**config.mk**
```make
export PLATFORM = sky130hd
export DESIGN_NAME = wram_bank_lock
export DESIGN_NICKNAME = d
export VERILOG_FILES = /design/src/rtl/wram_pkg.sv /design/src/rtl/wram_lock_ctrl.sv /design/src/rtl/wram_bank_dp.sv /design/src/rtl/wram_bank_lock.sv
export SDC_FILE = /design/constraint.sdc
export NUM_CORES = 1
export LEC_CHECK = 0
export BUFFER_PORTS_ARGS = -buffer_cell sky130_fd_sc_hd__buf_2
export CORE_MARGIN = 8
export CORE_UTILIZATION = 31
export CTS_BUF_LIST = sky130_fd_sc_hd__clkbuf_2
export DETAILED_ROUTE_END_ITERATION = 10
export GPL_ROUTABILITY_DRIVEN = 0
export GPL_TIMING_DRIVEN = 0
export PLACE_DENSITY_LB_ADDON = 0.1
export SYNTH_ARGS = -nofsm -noshare
export SYNTH_HDL_FRONTEND = slang
export SYNTH_SLANG_ARGS = --single-unit
```
**constraint.sdc**
```tcl
create_clock -name clk -period 1.8 [get_ports clk]
set_clock_uncertainty 0.15 [all_clocks]
set_input_delay 0.45 -clock clk [delete_from_list [all_inputs] [get_ports clk]]
set_output_delay 0.45 -clock clk [all_outputs]
set_load 0.05 [all_outputs]
```
**src/rtl/wram_pkg.sv**
```systemverilog
package wram_pkg;
  localparam int unsigned BANK_W = 3;

  typedef enum logic [1:0] {
    SZ_8K   = 2'd0,
    SZ_16K  = 2'd1,
    SZ_32K  = 2'd2,
    SZ_NONE = 2'd3
  } wramSizeE;

  typedef struct packed {
    logic              writeOpen;
    logic [BANK_W-1:0] winBank;
  } ctrlStrobeT;
endpackage

```
**src/rtl/wram_lock_ctrl.sv**
```systemverilog
module wram_lock_ctrl
  import wram_pkg::*;
#(
  parameter int unsigned ADDR_W = 16,
  parameter int unsigned DATA_W = 8,
  parameter int unsigned KEY_W = 2,
  parameter logic [ADDR_W-1:0] KEY_A_ADDR = 16'h5102,
  parameter logic [ADDR_W-1:0] KEY_B_ADDR = 16'h5103,
  parameter logic [ADDR_W-1:0] WIN_REG_ADDR = 16'h5113,
  parameter logic [KEY_W-1:0] KEY_A_VAL = 2'd2,
  parameter logic [KEY_W-1:0] KEY_B_VAL = 2'd1
) (
  input  logic              clk,
  input  logic              rstN,
  input  logic              regWe,
  input  logic [ADDR_W-1:0] regAddr,
  input  logic [DATA_W-1:0] regWdata,
  output ctrlStrobeT        strobe
);
  logic [KEY_W-1:0]  keyA;
  logic [KEY_W-1:0]  keyB;
  logic [BANK_W-1:0] winBank;

  always_ff @(posedge clk) begin
    if (!rstN) begin
      keyA    <= '0;
      keyB    <= '0;
      winBank <= '0;
    end else if (regWe) begin
      if (regAddr == KEY_A_ADDR)   keyA    <= regWdata[KEY_W-1:0];
      if (regAddr == KEY_B_ADDR)   keyB    <= regWdata[KEY_W-1:0];
      if (regAddr == WIN_REG_ADDR) winBank <= regWdata[BANK_W-1:0];
    end
  end

  always_comb begin
    strobe.writeOpen = (keyA == KEY_A_VAL) && (keyB == KEY_B_VAL);
    strobe.winBank   = winBank;
  end
endmodule

```
**src/rtl/wram_bank_dp.sv**
```systemverilog
module wram_bank_dp
  import wram_pkg::*;
#(
  parameter int unsigned ADDR_W = 16,
  parameter int unsigned OFF_W = 13,
  parameter int unsigned CHIP_N = 2,
  parameter int unsigned SUB_W = 2,
  parameter logic [ADDR_W-OFF_W-1:0] WIN_TAG = 3'b011
) (
  input  logic [1:0]        cfgSize,
  input  ctrlStrobeT        strobe,
  input  logic              memRe,
  input  logic              memWe,
  input  logic [ADDR_W-1:0] memAddr,
  input  logic              prgRamHit,
  input  logic [BANK_W-1:0] prgRamBank,
  output logic [CHIP_N-1:0] ramCs,
  output logic [SUB_W-1:0]  ramBank,
  output logic [OFF_W-1:0]  ramOff,
  output logic              ramOe,
  output logic              ramWe,
  output logic              openBus
);
  localparam int unsigned TAG_W  = ADDR_W - OFF_W;
  localparam int unsigned CHIP_W = (CHIP_N > 1) ? $clog2(CHIP_N) : 1;

  wramSizeE          sizeCfg;
  logic              winHit;
  logic              prgHit;
  logic              active;
  logic [BANK_W-1:0] bankSel;
  logic              upperHalf;
  logic              isOpen;
  logic [CHIP_W-1:0] chipIdx;
  logic [SUB_W-1:0]  subBank;
  logic              granted;

  assign sizeCfg   = wramSizeE'(cfgSize);
  assign winHit    = (memAddr[ADDR_W-1 -: TAG_W] == WIN_TAG);
  assign prgHit    = memAddr[ADDR_W-1] && prgRamHit;
  assign active    = (winHit || prgHit) && (memRe || memWe);
  assign bankSel   = winHit ? strobe.winBank : prgRamBank;
  assign upperHalf = bankSel[BANK_W-1];

  always_comb begin
    isOpen  = 1'b1;
    chipIdx = '0;
    subBank = '0;
    unique case (sizeCfg)
      SZ_8K: begin
        isOpen = upperHalf;
      end
      SZ_16K: begin
        isOpen  = 1'b0;
        chipIdx = CHIP_W'(upperHalf);
      end
      SZ_32K: begin
        isOpen  = upperHalf;
        subBank = bankSel[SUB_W-1:0];
      end
      default: begin
        isOpen = 1'b1;
      end
    endcase
  end

  assign granted = active && !isOpen;

  for (genvar g = 0; g < CHIP_N; g++) begin : g_cs
    assign ramCs[g] = granted && (chipIdx == CHIP_W'(g));
  end

  assign ramBank = granted ? subBank : '0;
  assign ramOff  = memAddr[OFF_W-1:0];
  assign ramOe   = granted && memRe;
  assign ramWe   = granted && memWe && strobe.writeOpen;
  assign openBus = active && isOpen;
endmodule

```
**src/rtl/wram_bank_lock.sv**
```systemverilog
module wram_bank_lock
  import wram_pkg::*;
#(
  parameter int unsigned ADDR_W = 16,
  parameter int unsigned DATA_W = 8,
  parameter int unsigned OFF_W = 13,
  parameter int unsigned CHIP_N = 2,
  parameter int unsigned SUB_W = 2,
  parameter logic [ADDR_W-1:0] KEY_A_ADDR = 16'h5102,
  parameter logic [ADDR_W-1:0] KEY_B_ADDR = 16'h5103,
  parameter logic [ADDR_W-1:0] WIN_REG_ADDR = 16'h5113,
  parameter logic [ADDR_W-1:0] WIN_BASE = 16'h6000
) (
  input  logic              clk,
  input  logic              rstN,
  input  logic [1:0]        cfgSize,
  input  logic              regWe,
  input  logic [ADDR_W-1:0] regAddr,
  input  logic [DATA_W-1:0] regWdata,
  input  logic              memRe,
  input  logic              memWe,
  input  logic [ADDR_W-1:0] memAddr,
  input  logic              prgRamHit,
  input  logic [BANK_W-1:0] prgRamBank,
  output logic [CHIP_N-1:0] ramCs,
  output logic [SUB_W-1:0]  ramBank,
  output logic [OFF_W-1:0]  ramOff,
  output logic              ramOe,
  output logic              ramWe,
  output logic              openBus
);
  localparam logic [ADDR_W-OFF_W-1:0] WIN_TAG = WIN_BASE[ADDR_W-1:OFF_W];

  ctrlStrobeT strobe;

  wram_lock_ctrl #(
    .ADDR_W(ADDR_W), .DATA_W(DATA_W),
    .KEY_A_ADDR(KEY_A_ADDR), .KEY_B_ADDR(KEY_B_ADDR),
    .WIN_REG_ADDR(WIN_REG_ADDR)
  ) u_ctrl (
    .clk(clk), .rstN(rstN), .regWe(regWe), .regAddr(regAddr),
    .regWdata(regWdata), .strobe(strobe)
  );

  wram_bank_dp #(
    .ADDR_W(ADDR_W), .OFF_W(OFF_W), .CHIP_N(CHIP_N),
    .SUB_W(SUB_W), .WIN_TAG(WIN_TAG)
  ) u_dp (
    .cfgSize(cfgSize), .strobe(strobe), .memRe(memRe), .memWe(memWe),
    .memAddr(memAddr), .prgRamHit(prgRamHit), .prgRamBank(prgRamBank),
    .ramCs(ramCs), .ramBank(ramBank), .ramOff(ramOff), .ramOe(ramOe),
    .ramWe(ramWe), .openBus(openBus)
  );
endmodule

```
==> run summary, run 1 <==
status - finished with violations
failing checks - setup timing
DRT iter0 DRCs - 8
largest net degree at the start of global routing - 11
RSZ-0062 raised after global routing - true
Sw Ratio - 39.2%
Layout area overhead - 81.1%
Final Max Tran Viols - 0
Die Y - 60.8 µm
Cells after Synth - 69
CP Max Fanout - 4
Final Cycle Share - 121%
TritonRoute pass-1 iters - 3
clock root buffer master - clkbuf_2
Remaining DRCs - 0
Final setup viols - 7
Gate power share - 45.7%
CTS tree - yes
die area - 3700 µm²
Max IR drop VDD - 0.304 mV
Clk pwr share - 23.3%
Worst-path clk slew - 0.09 ns
vias per inst - 4.39
commonest cells after routing, fill and taps aside - buf_2 (43), buf_4 (19), nand2_1 (14)
starting density of the core - 32.4%
latest clock arrival within the worst-skew pair - 0.25 ns
critical path class - in2out
distinct cell type count after synthesis - 21
initial antenna violation count - 0
IO Count - 71
sw power - 195 µW
Buffers on Ports - 51
Placed Instances - 147
Period minus WS final - 2.17 ns
Max Freq - 0.460 GHz
Lkg Pwr - 0.000555 µW
Sink Count - 7
via count - 690
Area contributors post-synth - dfxtp_1 (22%), mux2i_1 (16%), buf_4 (16%)
final non-filler cell total - 157
setup_tns - -2.31 ns
total grt overflow - 0
Worst Path Required - 1.20 ns
Hold Crit Class - in2reg
Reg power frac - 31.0%
clk buf depth - 2
layout cell share with drive strength beyond 1 - 69.2%
Num CTS Buffers - 3
GRT Overall Usage - 11.4%
ANT cells - 0
core area - 1920 µm²
CP endpoint kind - primary output
Seq cells post-synth - 7
H-tree depth - 1
Synthesized Nets - 120
Fin. Hold Viols - 0
Detailed Place HPWL - 1670 µm
YS warnings - 0
Least-Margin Pin Slew - 0.373 ns
area leader, netlist - dfxtp_1
critical path arrival - 1.57 ns
Yosys top cell area share - 22.5%
Slew headroom - 75.0%
DIE WIDTH - 60.8 µm
Final WS setup - -0.375 ns
Setup crit start kind - input pin
Syn Std Cell Area - 623 µm²
max capacitance violation total - 0
sequential share of the synthesized area - 22.5%
Avg Synthesized Cell Area - 9.03 µm²
Design Power - 499 µW
final core occ - 58.7%
total routed wirelength - 2110 µm
Cell Rows - 16
power per cell area - 442 nW/µm²
Final #Nets - 182
Routed WL per cell - 13.4 µm
Int Pwr - 303 µW
commonest non-fill, non-tap cell in the layout - buf_2
vias in the first global route - 682
first-pass GRT wire length - 3130 µm
Post-DRT Antenna Nets - 0
state kept, by name, summed over array words and instances (netlist names):
name            cells
u_ctrl.keyA         2
u_ctrl.winBank      3
u_ctrl.keyB         2
through the flow:
| stage | worst slack (ns) | hold slack [ns] | cell area, µm² |
|---|---|---|---|
| after floorplan | -0.423 | 0.280 | 678 |
| final | -0.375 | 0.284 | 1130 |
| after global placement | -0.575 | 0.293 | 967 |
| after global routing | -0.409 | 0.297 | 1130 |
| after detailed placement | -0.595 | 0.295 | 967 |
| after CTS | -0.366 | 0.277 | 1110 |
cells in the mapped netlist:
cell       n
a211oi_2   1
a21oi_1    2
and3_1     2
and4bb_1   2
buf_4     13
clkbuf_8   1
dfxtp_1    7
inv_1      1
mux2_2     1
mux2i_1   10
nand2_1   14
nand3_1    1
nand3b_4   1
nand4b_1   2
nor2_1     5
nor3_4     1
nor3b_2    1
nor4_1     1
nor4b_4    1
nor4bb_1   1
or4b_4     1
area by class of cell:
type / instances / area, µm²
multi-input combinational: 47 / 454
tap: 27 / 33.8
sequential: 7 / 140
clock inverter: 1 / 5.00
fill: 186 / 793
timing repair buffer: 57 / 365
inverter: 1 / 3.75
clock buffer: 3 / 15.0
buffer: 14 / 111
critical path, cell delays in order:
cell      delay [ns]
buf_6           0.09
nand3b_4        0.16
mux2i_4         0.21
mux2_4          0.31
a211oi_4        0.16
buf_6           0.19
routing by layer:
metal / track usage (%) / routed length, µm
met5: 0 / 0
met2: 20.4 / 1130
met3: 4.45 / 290
met1: 10.8 / 647
met4: 6.64 / 39
path summary, 6_finish.rpt:
path | start | endpoint | slack (ns) | cells after the start
worst min register to register | u_ctrl.winBank[1] | u_ctrl.winBank[1] | 0.31 | 2
worst max register to register | u_ctrl.winBank[2] | u_ctrl.winBank[2] | 1.02 | 2
worst min-delay path | regWdata[2] | u_ctrl.winBank[2] | 0.28 | 3
worst max-delay path | memAddr[15] | openBus | -0.37 | 6
cell families after synthesis:
group	count (synthesis)	share of synthesized area [%]
compound gates	3	3.61
flops	7	22.5
buf+inv	15	18.5
mux	11	17.9
simple gates	33	37.5
timing repair:
| action | 4_1_cts | 5_1_grt |
|---|---|---|
| resized for setup | 21 | 4 |
| setup endpoints to repair | 7 | 7 |
| hold buffers | 0 | 0 |
| pin swaps | 4 | 2 |
| setup buffers | 6 | 0 |
power by group through the flow:
| stage | clock network [µW] | logic, µW | registers, µW |
|---|---|---|---|
| floorplan | 0 | 138 | 158 |
| global placement | 0 | 198 | 158 |
| detailed placement | 0 | 201 | 158 |
| CTS | 120 | 225 | 155 |
| global route | 134 | 241 | 155 |
| finish | 116 | 228 | 155 |
Note: power is estimated with default switching activity, not from simulation.
==> run 2: changes to the inputs <==
- CORE_MARGIN: 8 -> unset
- SYNTH_HIERARCHICAL: unset -> 1
==> run 2 against run 1 <==
Against the previous run:
- the flow still finishes with violations (setup timing)
- global-route usage rose by 4.0 points
- critical path depth did not move
- wire length fell by 23%
- flip-flop and latch count did not move
- final cell count rose by 2.5%
- synthesized cell count rose by 13%
- critical path type unchanged
==> run summary, run 2 <==
status - finished with violations
failing checks - setup timing
critical path arrival - 1.63 ns
hold wc startpoint - regWdata[2]
Max IR drop VDD - 0.246 mV
die area - 2180 µm²
Layout area overhead - 80.4%
DP Worst Slack - -0.594 ns
r2r worst-path depth - 2
number of flops mapped to enable cells by yosys - 0
Cells after Synth - 78
Critical Path Stages - 6
slowest stage delay, CP - 0.36 ns
latest clock arrival within the worst-skew pair - 0.23 ns
CTS tree - yes
YS warnings - 6
Seq cells post-synth - 7
Top Registers - u_ctrl/winBank (3), u_ctrl/keyA (2), u_ctrl/keyB (2)
Area contributors post-synth - dfxtp_1 (23%), buf_4 (16%), mux2i_1 (9.7%)
DIE WIDTH - 46.7 µm
Remaining DRCs - 0
clk buf depth - 2
CP max-delay cell - mux2_4
critical path class - in2out
Hold Path Depth - 3
final non-filler cell total - 161
Slew headroom - 71.8%
Least-Margin Pin Slew - 0.423 ns
cell family with the largest share of critical-path delay - buffers and inverters
post-synthesis async set-or-reset flop share - 0%
Placed Instances - 155
TritonRoute pass-1 iters - 4
total grt overflow - 0
Syn Std Cell Area - 621 µm²
Lkg Pwr - 0.000510 µW
Worst-path clk slew - 0.07 ns
commonest cells after routing, fill and taps aside - buf_2 (43), buf_4 (14), buf_6 (11)
first-pass GRT wire length - 2410 µm
Hold EP - u_ctrl/winBank[2]
Yosys top cell area share - 22.6%
Detailed Place HPWL - 1290 µm
vias in the first global route - 633
total routed wirelength - 1620 µm
Die Y - 46.7 µm
distinct cell type count after synthesis - 28
Sink Count - 7
IO Count - 71
clock root buffer master - clkbuf_2
Final WS setup - -0.428 ns
max reg flops - 3
Setup crit start kind - input pin
Routed WL per cell - 10.1 µm
layout cell share with drive strength beyond 1 - 66.9%
max capacitance violation total - 0
starting density of the core - 34.4%
vias per inst - 4.75
RR Startpoint - u_ctrl/winBank[2]
Num CTS Buffers - 3
Cell Rows - 15
Final Cycle Share - 124%
Max Freq - 0.449 GHz
setup_tns - -2.51 ns
Post-DRT Antenna Nets - 0
FF-to-FF End - u_ctrl/winBank[2]
Avg Synthesized Cell Area - 7.96 µm²
ANT cells - 0
RSZ-0062 raised after global routing - true
FF-to-FF setup slack - 1.04 ns
initial antenna violation count - 0
Fin. Hold Viols - 0
largest net degree at the start of global routing - 8
sequential share of the synthesized area - 22.6%
H-tree depth - 1
Worst Path Buf+Inv - 3
GRT Overall Usage - 15.4%
count leader, synth - buf_4
synth cell count leaders - buf_4 (13), nand2_1 (9), dfxtp_1 (7)
via count - 765
Final #Nets - 188
area leader, netlist - dfxtp_1
core area - 1800 µm²
cell mode on critical path - buf_6
power per cell area - 447 nW/µm²
Final Max Tran Viols - 0
Final setup viols - 7
Worst Path Required - 1.20 ns
crit-path cells - buf_6, and3b_1, buf_6, mux2_4, a211oi_4, buf_6
CP Max Fanout - 5
Biggest register - u_ctrl/winBank
CP endpoint kind - primary output
Synthesized Nets - 129
Period minus WS final - 2.23 ns
Hold Crit Class - in2reg
Buffers on Ports - 52
DRT iter0 DRCs - 14
commonest non-fill, non-tap cell in the layout - buf_2
top_reg_cell synth - dfxtp_1
[run 2: changes by cell type in the layout (fill, tap and decap cells not counted), moves of 3 or more]
| cell | change |
|---|---|
| nand2_1 | -5 |
| buf_8 | -4 |
| a21oi_2 | +3 |
| nand3_1 | +4 |
| mux2i_1 | -4 |
| buf_6 | +7 |
| nand2b_1 | +3 |
| buf_4 | -5 |
[run 2: worst max path at each step]
stage                 from         end  slack [ns]
2_1_floorplan  memAddr[15]  ramBank[1]       -0.53
3_5_place_dp   memAddr[15]     openBus       -0.59
5_1_grt        memAddr[15]    ramCs[0]       -0.47
6_report       memAddr[15]    ramCs[0]       -0.43
4_1_cts        memAddr[15]    ramCs[0]       -0.40
3_3_place_gp   memAddr[15]     openBus       -0.59
[run 2: timing repair]
item | 4_1_cts | 5_1_grt
pin swaps | 4 | 2
setup endpoints to repair | 7 | 12
gates resized for setup | 19 | 6
setup buffers | 1 | 1
hold buffers | 0 | 0
[run 2: power breakdown]
part | switching [µW] | total [µW] | internal (µW)
registers | 0.000772 | 155 | 155
clock network | 59.8 | 119 | 59.1
logic | 134 | 227 | 92.8
[run 2: cells by family (layout without fill, tap and decap cells)]
family	count (synthesis)	after routing	synth area share (%)
buf+inv	15	73	18.1
compound gates	13	13	11.5
flops	7	7	22.6
simple gates	36	36	35.7
mux	7	7	12.1
[run 2: worst min-delay path, delay by kind of cell]
kind	cells	cell delay (ns)
AND/OR/NAND/NOR	1	0.04
multiplexers	1	0.05
buffers and inverters	1	0.09
[run 2: metal layers]
layer / GRT usage [%] / vias up / routed length (µm)
met3: 4.62 / 0 / 167
met4: 5.14 / 0 / 0
met1: 19.1 / 327 / 654
li1: - / 385 / -
met2: 25.6 / 53 / 796
met5: 0 / - / 0
[run 2: cell type report]
type / count / area [µm²]
Inverter: 1 / 3.75
Sequential cell: 7 / 140
Timing Repair Buffer: 54 / 335
Clock buffer: 4 / 20.0
Fill cell: 162 / 682
Tap cell: 25 / 31.3
Buffer: 14 / 109
Multi-Input combinational cell: 56 / 480
[run 2: stage by stage]
step           total power [µW]  area (µm²)  utilization [%]  hold slack [ns]
6_report                    500        1120             62.2            0.305
2_1_floorplan               300         692                -            0.288
3_5_place_dp                362         983             54.6            0.310
3_3_place_gp                360         983             54.6            0.304
5_1_grt                     529        1120             62.2            0.312
4_1_cts                     500        1090             60.3            0.296
==> run 3: changes to the inputs <==
- CORE_UTILIZATION: 31 -> 25
==> run 3 against run 2 <==
Against the previous run:
- the flow still finishes with violations (setup timing)
- worst hold slack better by 0.0042 ns
- wire length fell by 4.8%
- critical endpoint unchanged
- highest routed layer is now met4
- sequential power barely moved
- global-route usage down 3.6 points
- sequential share of layout area about the same
- first-iteration DRC count decreased by 64%
- combinational power is 2% lower
- largest power group unchanged
==> run summary, run 3 (synthesis gave the netlist of run 2 again) <==
Final WS setup - -0.398 ns
DP Worst Slack - -0.600 ns
failing checks - setup timing
critical path class - in2out
Die Y - 51.8 µm
Top Registers - u_ctrl/winBank (3), u_ctrl/keyA (2), u_ctrl/keyB (2)
power per cell area - 442 nW/µm²
first-pass GRT wire length - 2330 µm
Sink Count - 7
RSZ-0062 raised after global routing - true
GRT Overall Usage - 11.8%
vias in the first global route - 650
core area - 2280 µm²
met3 routed WL - 155 µm
total grt overflow - 0
vias per inst - 4.61
length of routed wiring on met1 - 602 µm
Final setup viols - 9
H-tree depth - 1
Layout area overhead - 79.8%
DRT iter0 DRCs - 5
CP Max Fanout - 5
Cell Rows - 17
Lkg Pwr - 0.000509 µW
DR WL met2 - 765 µm
DIE WIDTH - 51.8 µm
Top Metal Used - met4
Max IR drop VDD - 0.340 mV
max reg flops - 3
Routed WL per cell - 9.40 µm
Final Max Tran Viols - 0
Final #Nets - 188
TritonRoute pass-1 iters - 2
Biggest register - u_ctrl/winBank
Setup crit start kind - input pin
Fin. Hold Viols - 0
max capacitance violation total - 0
IO Count - 71
Worst-path clk slew - 0.07 ns
commonest cells after routing, fill and taps aside - buf_2 (43), buf_4 (15), buf_6 (10)
Max Freq - 0.455 GHz
status - finished with violations
Worst Path Required - 1.20 ns
die area - 2690 µm²
clock root buffer master - clkbuf_2
Post-DRT Antenna Nets - 0
Detailed Place HPWL - 1340 µm
Buffers on Ports - 52
latest clock arrival within the worst-skew pair - 0.23 ns
via count - 756
Hold Buf Count CTS - 0
Least-Margin Pin Slew - 0.393 ns
Period minus WS final - 2.20 ns
clk buf depth - 2
CP endpoint kind - primary output
commonest non-fill, non-tap cell in the layout - buf_2
Num CTS Buffers - 3
final core occ - 49.0%
ANT cells - 0
starting density of the core - 27.3%
layout cell share with drive strength beyond 1 - 66.2%
CTS tree - yes
largest net degree at the start of global routing - 8
Slew headroom - 73.8%
Remaining DRCs - 0
critical path arrival - 1.60 ns
total routed wirelength - 1540 µm
Hold Crit Class - in2reg
Design Power - 493 µW
initial antenna violation count - 0
Final Cycle Share - 122%
[run 3: cell types whose count changed in the layout (fill, tap and decap cells not counted)]
cell,change
o21ai_2,+1
a21oi_1,+2
a21oi_2,-2
o21ai_1,-1
buf_6,-1
buf_4,+1
[run 3: path summary, 6_finish.rpt]
check,slack [ns],start,cells after the start,to
max,-0.40,memAddr[15],6,ramCs[0]
min reg2reg,0.31,u_ctrl/winBank[0],2,u_ctrl/winBank[0]
min,0.31,regWdata[2],3,u_ctrl/winBank[2]
max reg2reg,1.05,u_ctrl/winBank[2],2,u_ctrl/winBank[2]
[run 3: final cells by class]
type                            count  area [µm²]
Buffer                             14         109
Clock buffer                        4        20.0
Multi-Input combinational cell     56         477
Inverter                            1        3.75
Sequential cell                     7         140
Timing Repair Buffer               54         332
Fill cell                         231        1160
Tap cell                           28        35.0
[run 3: through the flow]
| step | cell area, µm² | instances | TNS, ns | hold WS, ns |
|---|---|---|---|---|
| 2_1_floorplan | 692 | 78 | -3.04 | 0.288 |
| 3_3_place_gp | 987 | 158 | -4.65 | 0.306 |
| 3_5_place_dp | 987 | 158 | -4.73 | 0.314 |
| 4_1_cts | 1100 | 164 | -2.45 | 0.302 |
| 5_1_grt | 1120 | 164 | -2.60 | 0.303 |
| 6_report | 1120 | 164 | -2.36 | 0.310 |
[run 3: metal layers]
| metal | GRT usage, % | vias up |
|---|---|---|
| li1 | - | 386 |
| met1 | 11.6 | 321 |
| met2 | 21.2 | 47 |
| met3 | 3.22 | 2 |
| met4 | 8.11 | 0 |
| met5 | 0 | - |
[run 3: worst max-delay path: stages]
cell and delay, ns:
buf_6 0.09, and3b_1 0.21, buf_6 0.14, mux2_4 0.35
a211oi_4 0.17, buf_6 0.18
[run 3: where the power goes]
| part | switching [µW] | leakage (µW) | internal (µW) |
|---|---|---|---|
| clock network | 56.0 | 0.0000166 | 59.0 |
| registers | 0.000778 | 0.0000563 | 155 |
| logic | 131 | 0.000436 | 91.9 |
[run 3: repair_timing]
action,in CTS,in global routing
pin swaps,4,2
setup buffers,2,0
endpoints found under the setup margin,7,12
resized for setup,19,4
